===== src/rtl/dfw_pkg.sv =====
package dfw_pkg;
  localparam int DFW_CTRL_W  = 8;
  localparam int DFW_DATA_W  = 16;
  localparam int DFW_FRAME_W = DFW_CTRL_W + DFW_DATA_W;

  localparam logic [DFW_CTRL_W-1:0] CTRL_CH0 = 8'h10;
  localparam logic [DFW_CTRL_W-1:0] CTRL_CH1 = 8'h24;

  typedef enum logic [1:0] {
    ST_IDLE  = 2'd0,
    ST_FRAME = 2'd1,
    ST_GAP   = 2'd2
  } dfw_state_e;

  function automatic logic [DFW_CTRL_W-1:0] ctrl_for(input logic sel);
    return sel ? CTRL_CH1 : CTRL_CH0;
  endfunction

  function automatic logic [DFW_FRAME_W-1:0] build_frame(
    input logic [DFW_CTRL_W-1:0] ctrl,
    input logic [DFW_DATA_W-1:0] code
  );
    return {ctrl, code[DFW_DATA_W-1 -: 8], code[7:0]};
  endfunction
endpackage


===== src/rtl/dfw_halfbit_timer.sv =====
module dfw_halfbit_timer #(
  parameter int DIV_W = 12
) (
  input  logic             clk,
  input  logic             rst_n,
  input  logic             run,
  input  logic [DIV_W-1:0] half_div,
  output logic             tick
);
  logic [DIV_W-1:0] cnt;
  logic [DIV_W-1:0] reload;

  assign reload = (half_div == '0) ? '0 : half_div - DIV_W'(1);
  assign tick   = run && (cnt == '0);

  always_ff @(posedge clk or negedge rst_n) begin
    if (!rst_n) begin
      cnt <= '0;
    end else if (!run || cnt == '0) begin
      cnt <= reload;
    end else begin
      cnt <= cnt - DIV_W'(1);
    end
  end
endmodule


===== src/rtl/dfw_shifter.sv =====
module dfw_shifter #(
  parameter int FRAME_W = 24
) (
  input  logic               clk,
  input  logic               rst_n,
  input  logic               load,
  input  logic [FRAME_W-1:0] frame_in,
  input  logic               rise,
  input  logic               fall,
  input  logic               release_line,
  output logic               sclk,
  output logic               sdo,
  output logic               empty
);
  localparam int CNT_W = $clog2(FRAME_W + 1);

  logic [FRAME_W-1:0] sr;
  logic [CNT_W-1:0]   left;

  assign empty = (left == '0);

  always_ff @(posedge clk or negedge rst_n) begin
    if (!rst_n) begin
      sr   <= '0;
      left <= '0;
      sclk <= 1'b0;
      sdo  <= 1'b0;
    end else if (load) begin
      sr   <= frame_in;
      left <= CNT_W'(FRAME_W);
      sclk <= 1'b0;
      sdo  <= 1'b0;
    end else if (rise && !empty) begin
      sdo  <= sr[FRAME_W-1];
      sr   <= {sr[FRAME_W-2:0], 1'b0};
      left <= left - CNT_W'(1);
      sclk <= 1'b1;
    end else if (fall) begin
      sclk <= 1'b0;
    end else if (release_line) begin
      sdo  <= 1'b0;
    end
  end
endmodule


===== src/rtl/dfw_shadow.sv =====
module dfw_shadow #(
  parameter int CHANNELS = 2,
  parameter int DATA_W   = 16,
  localparam int SEL_W   = (CHANNELS > 1) ? $clog2(CHANNELS) : 1
) (
  input  logic              clk,
  input  logic              rst_n,
  input  logic [SEL_W-1:0]  sel,
  input  logic [DATA_W-1:0] value,
  input  logic              wr,
  output logic              hit
);
  logic [CHANNELS-1:0] hit_vec;

  for (genvar ch = 0; ch < CHANNELS; ch++) begin : g_ch
    logic              held_ok;
    logic [DATA_W-1:0] held;

    always_ff @(posedge clk or negedge rst_n) begin
      if (!rst_n) begin
        held_ok <= 1'b0;
        held    <= '0;
      end else if (wr && sel == SEL_W'(ch)) begin
        held_ok <= 1'b1;
        held    <= value;
      end
    end

    assign hit_vec[ch] = held_ok && (held == value);
  end

  assign hit = hit_vec[sel];
endmodule


===== src/rtl/dac_frame_writer.sv =====
module dac_frame_writer #(
  parameter int DIV_W = 12,
  parameter int GAP_W = 12
) (
  input  logic             clk,
  input  logic             rst_n,
  input  logic [DIV_W-1:0] half_div,
  input  logic [GAP_W-1:0] gap_min,
  input  logic             req_valid,
  output logic             req_ready,
  input  logic             req_chan,
  input  logic             req_raw,
  input  logic [7:0]       req_ctrl,
  input  logic [15:0]      req_data,
  output logic             done,
  output logic             sclk,
  output logic             sdo,
  output logic             sync_n
);
  import dfw_pkg::*;

  localparam int FRAME_W = DFW_FRAME_W;
  localparam int EDGE_W  = $clog2(2 * FRAME_W + 2);
  localparam logic [EDGE_W-1:0] LAST_EDGE = EDGE_W'(2 * FRAME_W);

  dfw_state_e        state;
  logic [EDGE_W-1:0] edge_cnt;
  logic [GAP_W-1:0]  gcnt;

  logic               tick;
  logic               in_frame;
  logic               accept;
  logic               skip_hit;
  logic               send_evt;
  logic               shadow_match;
  logic               rise_evt;
  logic               fall_evt;
  logic               release_evt;
  logic               sh_empty;
  logic               gap_over;
  logic [FRAME_W-1:0] frame_word;

  assign req_ready   = (state == ST_IDLE);
  assign in_frame    = (state == ST_FRAME);
  assign accept      = req_valid && req_ready;
  assign skip_hit    = accept && !req_raw && shadow_match;
  assign send_evt    = accept && !skip_hit;
  assign rise_evt    = in_frame && tick && (edge_cnt < LAST_EDGE) && !edge_cnt[0];
  assign fall_evt    = in_frame && tick && (edge_cnt < LAST_EDGE) && edge_cnt[0];
  assign release_evt = in_frame && tick && (edge_cnt == LAST_EDGE) && sh_empty && !sclk;
  assign gap_over    = ({1'b0, gcnt} + (GAP_W + 1)'(1)) >= {1'b0, gap_min};
  assign frame_word  = build_frame(req_raw ? req_ctrl : ctrl_for(req_chan), req_data);

  dfw_halfbit_timer #(.DIV_W(DIV_W)) u_timer (
    .clk      (clk),
    .rst_n    (rst_n),
    .run      (in_frame),
    .half_div (half_div),
    .tick     (tick)
  );

  dfw_shifter #(.FRAME_W(FRAME_W)) u_shift (
    .clk          (clk),
    .rst_n        (rst_n),
    .load         (send_evt),
    .frame_in     (frame_word),
    .rise         (rise_evt),
    .fall         (fall_evt),
    .release_line (release_evt),
    .sclk         (sclk),
    .sdo          (sdo),
    .empty        (sh_empty)
  );

  dfw_shadow #(.CHANNELS(2), .DATA_W(DFW_DATA_W)) u_shadow (
    .clk   (clk),
    .rst_n (rst_n),
    .sel   (req_chan),
    .value (req_data),
    .wr    (send_evt && !req_raw),
    .hit   (shadow_match)
  );

  always_ff @(posedge clk or negedge rst_n) begin
    if (!rst_n) begin
      state    <= ST_IDLE;
      sync_n   <= 1'b1;
      done     <= 1'b0;
      edge_cnt <= '0;
      gcnt     <= '0;
    end else begin
      done <= skip_hit || release_evt;
      unique case (state)
        ST_IDLE: begin
          if (send_evt) begin
            state    <= ST_FRAME;
            sync_n   <= 1'b0;
            edge_cnt <= '0;
          end
        end
        ST_FRAME: begin
          if (release_evt) begin
            sync_n <= 1'b1;
            gcnt   <= '0;
            state  <= ST_GAP;
          end else if (rise_evt || fall_evt) begin
            edge_cnt <= edge_cnt + EDGE_W'(1);
          end
        end
        ST_GAP: begin
          if (gap_over) state <= ST_IDLE;
          else          gcnt  <= gcnt + GAP_W'(1);
        end
        default: state <= ST_IDLE;
      endcase
    end
  end
endmodule


===== config.mk =====
export PLATFORM = sky130hd
export DESIGN_NAME = dac_frame_writer
export DESIGN_NICKNAME = d
export VERILOG_FILES = /design/src/rtl/dfw_pkg.sv /design/src/rtl/dfw_halfbit_timer.sv /design/src/rtl/dfw_shifter.sv /design/src/rtl/dfw_shadow.sv /design/src/rtl/dac_frame_writer.sv
export SDC_FILE = /design/constraint.sdc
export NUM_CORES = 1
export LEC_CHECK = 0
export ABC_AREA = 1
export BUFFER_PORTS_ARGS = -buffer_cell sky130_fd_sc_hd__buf_2
export CORE_UTILIZATION = 35
export DETAILED_ROUTE_END_ITERATION = 10
export REMOVE_ABC_BUFFERS = 1
export SLEW_MARGIN = 20
export SYNTH_ARGS = -nofsm -noshare
export SYNTH_HDL_FRONTEND = slang
export SYNTH_SLANG_ARGS = --single-unit
export TNS_END_PERCENT = 20

===== constraint.sdc =====
create_clock -name clk -period 2.4 [get_ports clk]
set_clock_uncertainty 0.15 [all_clocks]
set_input_delay 0.36 -clock clk [delete_from_list [all_inputs] [get_ports clk]]
set_output_delay 0.36 -clock clk [all_outputs]
set_load 0.03 [all_outputs]

==> Word level (Yosys, flattened, before mapping) <==
Index checks and enable logic that the tools add are counted.
{ "totals": {"reg_bits": 99, "input_bits": 53, "out_inout_bits": 5, "elab_cells": 108} }
{ "op_classes": {"n_addsub": 6, "order_cmp": 3, "n_eq_ne": 12, "muxes": 31, "n_bitwise": 1, "n_reduce_logical": 41} }
{ "ops": {"columns": ["cell", "count"], "rows": [
  ["$mux W12", 4],
  ["$mux W24", 2],
  ["$eq A16 B16 Y1", 2],
  ["$logic_not A12 Y1", 2],
  ["$mux W6", 4],
  ["$pmux W12 S2", 1],
  ["$sub A12 B1 Y12 const B", 2],
  ["$logic_and A1 B1 Y1", 18],
  ["$add A12 B1 Y13 const B", 1],
  ["$ge A13 B12 Y1", 1],
  ["$add A12 B1 Y12 const B", 1],
  ["$pmux W6 S2", 1],
  ["$mux W1", 11],
  ["$mux W5", 2],
  ["$reduce_and A3 Y1", 3],
  ["$mux W8", 1],
  ["$add A6 B1 Y6 const B", 1],
  ["$eq A6 B6 Y1 const B", 1],
  ["$logic_not A1 Y1", 6],
  ["$lt A6 B6 Y1 const B", 1],
  ["$mux W2", 3],
  ["$ne A2 B1 Y1 const B", 3],
  ["$ne A2 B2 Y1 const B", 3],
  ["$pmux W2 S3", 1],
  ["14 further kinds", 19]
]} }

==> Longest topological paths before layout <==
{ "depth": {"ltp_word": 10, "ltp_mapped": 20} }

==> By module <==
Synthesis repeated with hierarchy kept, for this count alone.
{ "hier_totals": {"cells_unflattened": 916, "area_unflattened_um2": 6333.6} }
{ "by_module_without_submodules": {"columns": ["module", "n_inst", "cells_each", "area_each_um2"], "rows": [
  ["dac_frame_writer", 1, 254, 1801.7],
  ["dfw_shadow", 1, 256, 1784.2],
  ["dfw_shifter", 1, 228, 1639.1],
  ["dfw_halfbit_timer", 1, 178, 1108.6]
]} }

==> Worst setup path before layout <==
No wires, ideal clock.
{ "synth_path": {"path_type": "reg-to-reg", "startpoint": "register gcnt[0]", "endpoint": "register gcnt[2]", "setup_ns": 0.118, "t_arrival_ns": 2.338, "t_required_ns": 2.132, "path_slack_ns": -0.207, "path_stages_with_launch": 20, "synth_period_minus_slack_ns": 2.607, "cell_sequence": "dfrtp_1 > ha_1 > nand2_1 > inv_2 > nand2_2 > nor2_2 > inv_2 > nor3_4 > xnor2_1 > inv_1 > ha_1 > a21oi_1 > o21ai_0 > a31oi_1 > nand2_1 > nand2_1 > nand2_2 > buf_4 > nand3_1 > nand2_1"} }
{ "synth_between": {"elab_chain_len": 4} }
{ "synth_lines": {"columns": ["item", "line", "source"], "rows": [
  ["start: declaration", "dac_frame_writer.sv:28", "logic [GAP_W-1:0] gcnt;"],
  ["start signal: assignment", "dac_frame_writer.sv:112", "else gcnt <= gcnt + GAP_W'(1);"],
  ["$add A12 B1 Y13", "dac_frame_writer.sv:51", "assign gap_over = ({1'b0, gcnt} + (GAP_W + 1)'(1)) >= {1'b0, gap_min};"],
  ["$ge A13 B12 Y1", "dac_frame_writer.sv:51", null],
  ["$ne A2 B2 Y1 (no line)", null, null],
  ["$reduce_and A3 Y1 (no line)", null, null]
]} }
Several ways; a longest one is shown, not always the timed one. The select of a mux whose other input is x is not followed.
A chain may end at the register's enable or synchronous reset.

==> Worst setup path in the final report <==
{ "layout_path": {"startpoint": "register gcnt[1]", "endpoint": "register gcnt[0]"} }
{ "layout_between": {"elab_chain_len": 4} }
{ "layout_lines": {"columns": ["item", "line"], "rows": [
  ["$add A12 B1 Y13", "dac_frame_writer.sv:51"],
  ["$ge A13 B12 Y1", "dac_frame_writer.sv:51"],
  ["$ne A2 B2 Y1 (no line)", null],
  ["$reduce_and A3 Y1 (no line)", null]
]} }
No other way between the ends.

==> summary.txt <==
Min path
  – Hold Crit Start: half_div[0]
  – WHS Endpoint: u_timer.cnt[0]$_DFF_PN0_
  – Worst hold path type: in2reg
  – Hold Path Stages: 2

Floorplan
  – Die extent in y: 131 microns
  – Total core area: 16,100 sq um
  – # IOs: 58
  – Die W: 131 microns
  – Core Rows: 46
  – Die area: 17,200 sq um
  – Initial Utilization: 36.4%

Power and ir drop
  – Gate power share: 26.2%
  – Worst vdd ir: 0.000492 V
  – Switch share: 33.3%
  – Switching power of the nets: 1750 uW
  – Clock power share: 25.9%
  – Sequential power share: 48.0%
  – Power Total: 5250 uW
  – P_int: 3500 uW
  – Power per cell area: 751 nW/um^2
  – Leak: 0.00374 uW

Finish
  – Fin nets: 948
  – Share of post-route cells with drive strength above 1: 17.6%
  – Antenna cells: 0
  – Fin util: 43.5%
  – Area Overhead vs Synth: 19.8%
  – Final std cells w/o fill: 1,095

Setup path
  – Setup crit start kind: flop
  – Critical Path RT: 2.54 ns
  – R2r worst-path depth: 19
  – Setup crit end kind: flop
  – CP bufs+invs: 3
  – Reg-to-Reg Start: gcnt[1]$_DFFE_PN0P_
  – Crit path largest cell delay: 0.35 ns
  – Reg-to-reg setup timing slack: -0.32 ns
  – Cell Chain, Critical Path: ha_2, nand2_2, inv_2, nand2_4, nor2_4, inv_2, nor3_4, xnor2_2, inv_1, ha_4, a21oi_2, o21ai_1, a31oi_1, nand2_1, nand2_4, nand2_8, nand2_4, nand2_1, nand2_1
  – End of the worst register-to-register path: gcnt[0]$_DFFE_PN0P_
  – Crit path DAT: 2.86 ns
  – CP Class: reg2reg
  – CP Max Fanout: 7
  – Delay-heaviest family, CP: simple AND/OR/NAND/NOR gates
  – Slowest cell on crit path: dfrtp_1

Logic synthesis
  – Yosys reg bits: 99
  – Syn Inst Count: 784
  – Ranking of synthesized cells by area: dfrtp_1 (42%), nand2_1 (14%), nand3_1 (9.3%)
  – Yosys top cell by area: dfrtp_1
  – Ys Warns: 0
  – Post-Syn Area per Cell: 7.45 sq um
  – Share of the yosys chip area belonging to registers: 42.4%
  – Synth cell types: 41
  – Top cell type's share of synthesized area: 42.0%
  – Post-synthesis cell area: 5840 sq um

Timing
  – RSZ-0062 raised after global routing: yes
  – Final setup margin: -0.317 ns
  – F_max: 0.368 GHz
  – Slew margin rel.: 65.5%
  – Final hold violation count: 0
  – Final setup viols: 13
  – Final period util: 113%
  – Slew @ Worst Pin: 0.518 ns
  – Hold WS: 0.0588 ns
  – Min Tclk post-route: 2.72 ns
  – Slew Limit Fails: 0

Clock tree
  – CTS Buf Count: 9
  – Clock H-tree levels: 3
  – CTS tree: yes
  – Clock-pin slew of the registers on the worst-case setup and hold paths: 0.07 ns
  – Worst-Skew Late Latency: 0.36 ns
  – Root buffer cell: clkbuf_16
  – Max Buffers Root-to-Sink: 2
  – Clk sinks: 99

Job
  – MaxCap Viol Count: 0

Place
  – Post-DP HPWL: 9560 microns
  – Dpl ws: -0.388 ns
  – GPL Wtd Cong: 0.794
  – IO buf count: 57
  – Cells after DPL: 1,073

Route
  – Post-DRT Antenna Nets: 0
  – Router iterations before antenna repair: 4
  – Drt wl/cell: 12.0 microns
  – Drt via density: 4.65
  – WL final: 13,200 microns
  – DRC: 0
  – Starting DRT DRC Count: 263
  – Via count: 5,095

GRT
  – Grt ovf: 0
  – Vias in the first global route: 4,848
  – Pin count of the biggest net entering global routing: 39
  – First-pass GRT wire length: 22,800 microns
  – Initial antenna violation count: 1
  – Gr usage total: 16.3%

Run status
  – Violated checks: setup timing
  – Status: finished with violations
==> cells by family (layout without fill, tap and decap cells) <==
family | after synthesis | after routing | share of synthesized area, %
simple gates | 432 | 434 | 32.3
buf+inv | 128 | 221 | 9.23
flops | 99 | 99 | 42.4
compound gates | 71 | 71 | 6.60
xor+xnor | 34 | 34 | 5.10
fa+ha+maj | 20 | 20 | 4.29
==> placed cells by master (no fill, tap or decap), drive strengths merged, types with 2 or more instances in the layout <==
cell and count:
nand4 6, dfrtp 98, clkbuf 11, nor2 75, xnor2 14, o21ai 51, nor4 5, nor3 7
inv 102, buf 101, a21oi 9, ha 20, or2 2, o22ai 4, nor3b 3, xor2 20
nand2 224, nand3 111, clkinv 6
==> what timing repair did <==
item                                   CTS  global route
pin swaps                                5             7
setup endpoints to repair               13            15
gates resized for setup                 10            13
buffers inserted                         3             1
cloned                                   2             0
endpoints found under the hold margin   35             0
hold buffers                             1             0
==> flip-flops by register name, summed over array words and instances (netlist names), 2 cells and up <==
register	cells
edge_cnt	6
gcnt	12
state	2
u_shadow.g_ch.held	32
u_shadow.g_ch.held_ok	2
u_shift.left	5
u_shift.sr	24
u_timer.cnt	12
==> per-layer routing <==
layer  GRT usage [%]  part of all wire (%)  up-vias  routed length [microns]
li1                -                     -     2681                        -
met1            22.2                    50     2320                     6530
met2            25.8                    45       76                     5950
met3            2.70                   3.6       16                      473
met4            6.08                   1.6        2                      211
met5               0                 0.091        -                       12
==> power groups by stage <==
stage	combinational [uW]	sequential [uW]	clock [uW]
floorplan	1040	2480	0
global placement	1360	2530	0
finish	1370	2520	1360
global route	1630	2590	1450
detailed placement	1390	2540	0
CTS	1390	2520	1390
==> cell usage after synthesis (all sizes together) <==
cell type,number
a31o,1
o21ai,51
xnor2,14
a21oi,9
and3,1
nand4,6
dfstp,1
nor3b,3
o22ai,4
xor2,20
buf,16
nor3,7
o211ai,1
inv,102
nor4,5
nand3,111
clkbuf,8
nand2,222
ha,20
a31oi,1
clkinv,2
o31ai,1
dfrtp,98
a21o,1
nor2,75
or2,2
o32ai,1
o221ai,1
==> final cells by class <==
cell class | count | area (sq um)
Sequential cell | 99 | 2480
Inverter | 104 | 392
Fill cell | 1624 | 9060
Multi-Input combinational cell | 559 | 2930
Clock inverter | 4 | 27.5
Tap cell | 216 | 270
Clock buffer | 11 | 243
Timing Repair Buffer | 102 | 657
==> per-stage QoR <==
step / cell area [sq um] / TNS (ns)
floorplan: 5690 / -18.40
global placement: 6580 / -3.81
detailed placement: 6580 / -4.66
CTS: 6930 / -2.75
global route: 6990 / -7.00
finish: 6990 / -3.88
==> how the worst max path moves through the flow <==
stage	slack (ns)	to	cells past startpoint	startpoint
detailed placement	-0.39	gcnt[10]$_DFFE_PN0P_	19	gcnt[0]$_DFFE_PN0P_
CTS	-0.25	gcnt[10]$_DFFE_PN0P_	19	gcnt[0]$_DFFE_PN0P_
floorplan	-0.51	edge_cnt[1]$_DFFE_PN0P_	8	state[1]$_DFFE_PN0P_
finish	-0.32	gcnt[0]$_DFFE_PN0P_	19	gcnt[1]$_DFFE_PN0P_
global placement	-0.31	gcnt[11]$_DFFE_PN0P_	19	gcnt[0]$_DFFE_PN0P_
global route	-0.56	gcnt[2]$_DFFE_PN0P_	19	gcnt[1]$_DFFE_PN0P_
No activity file was read; power rests on OpenSTA's default activity.
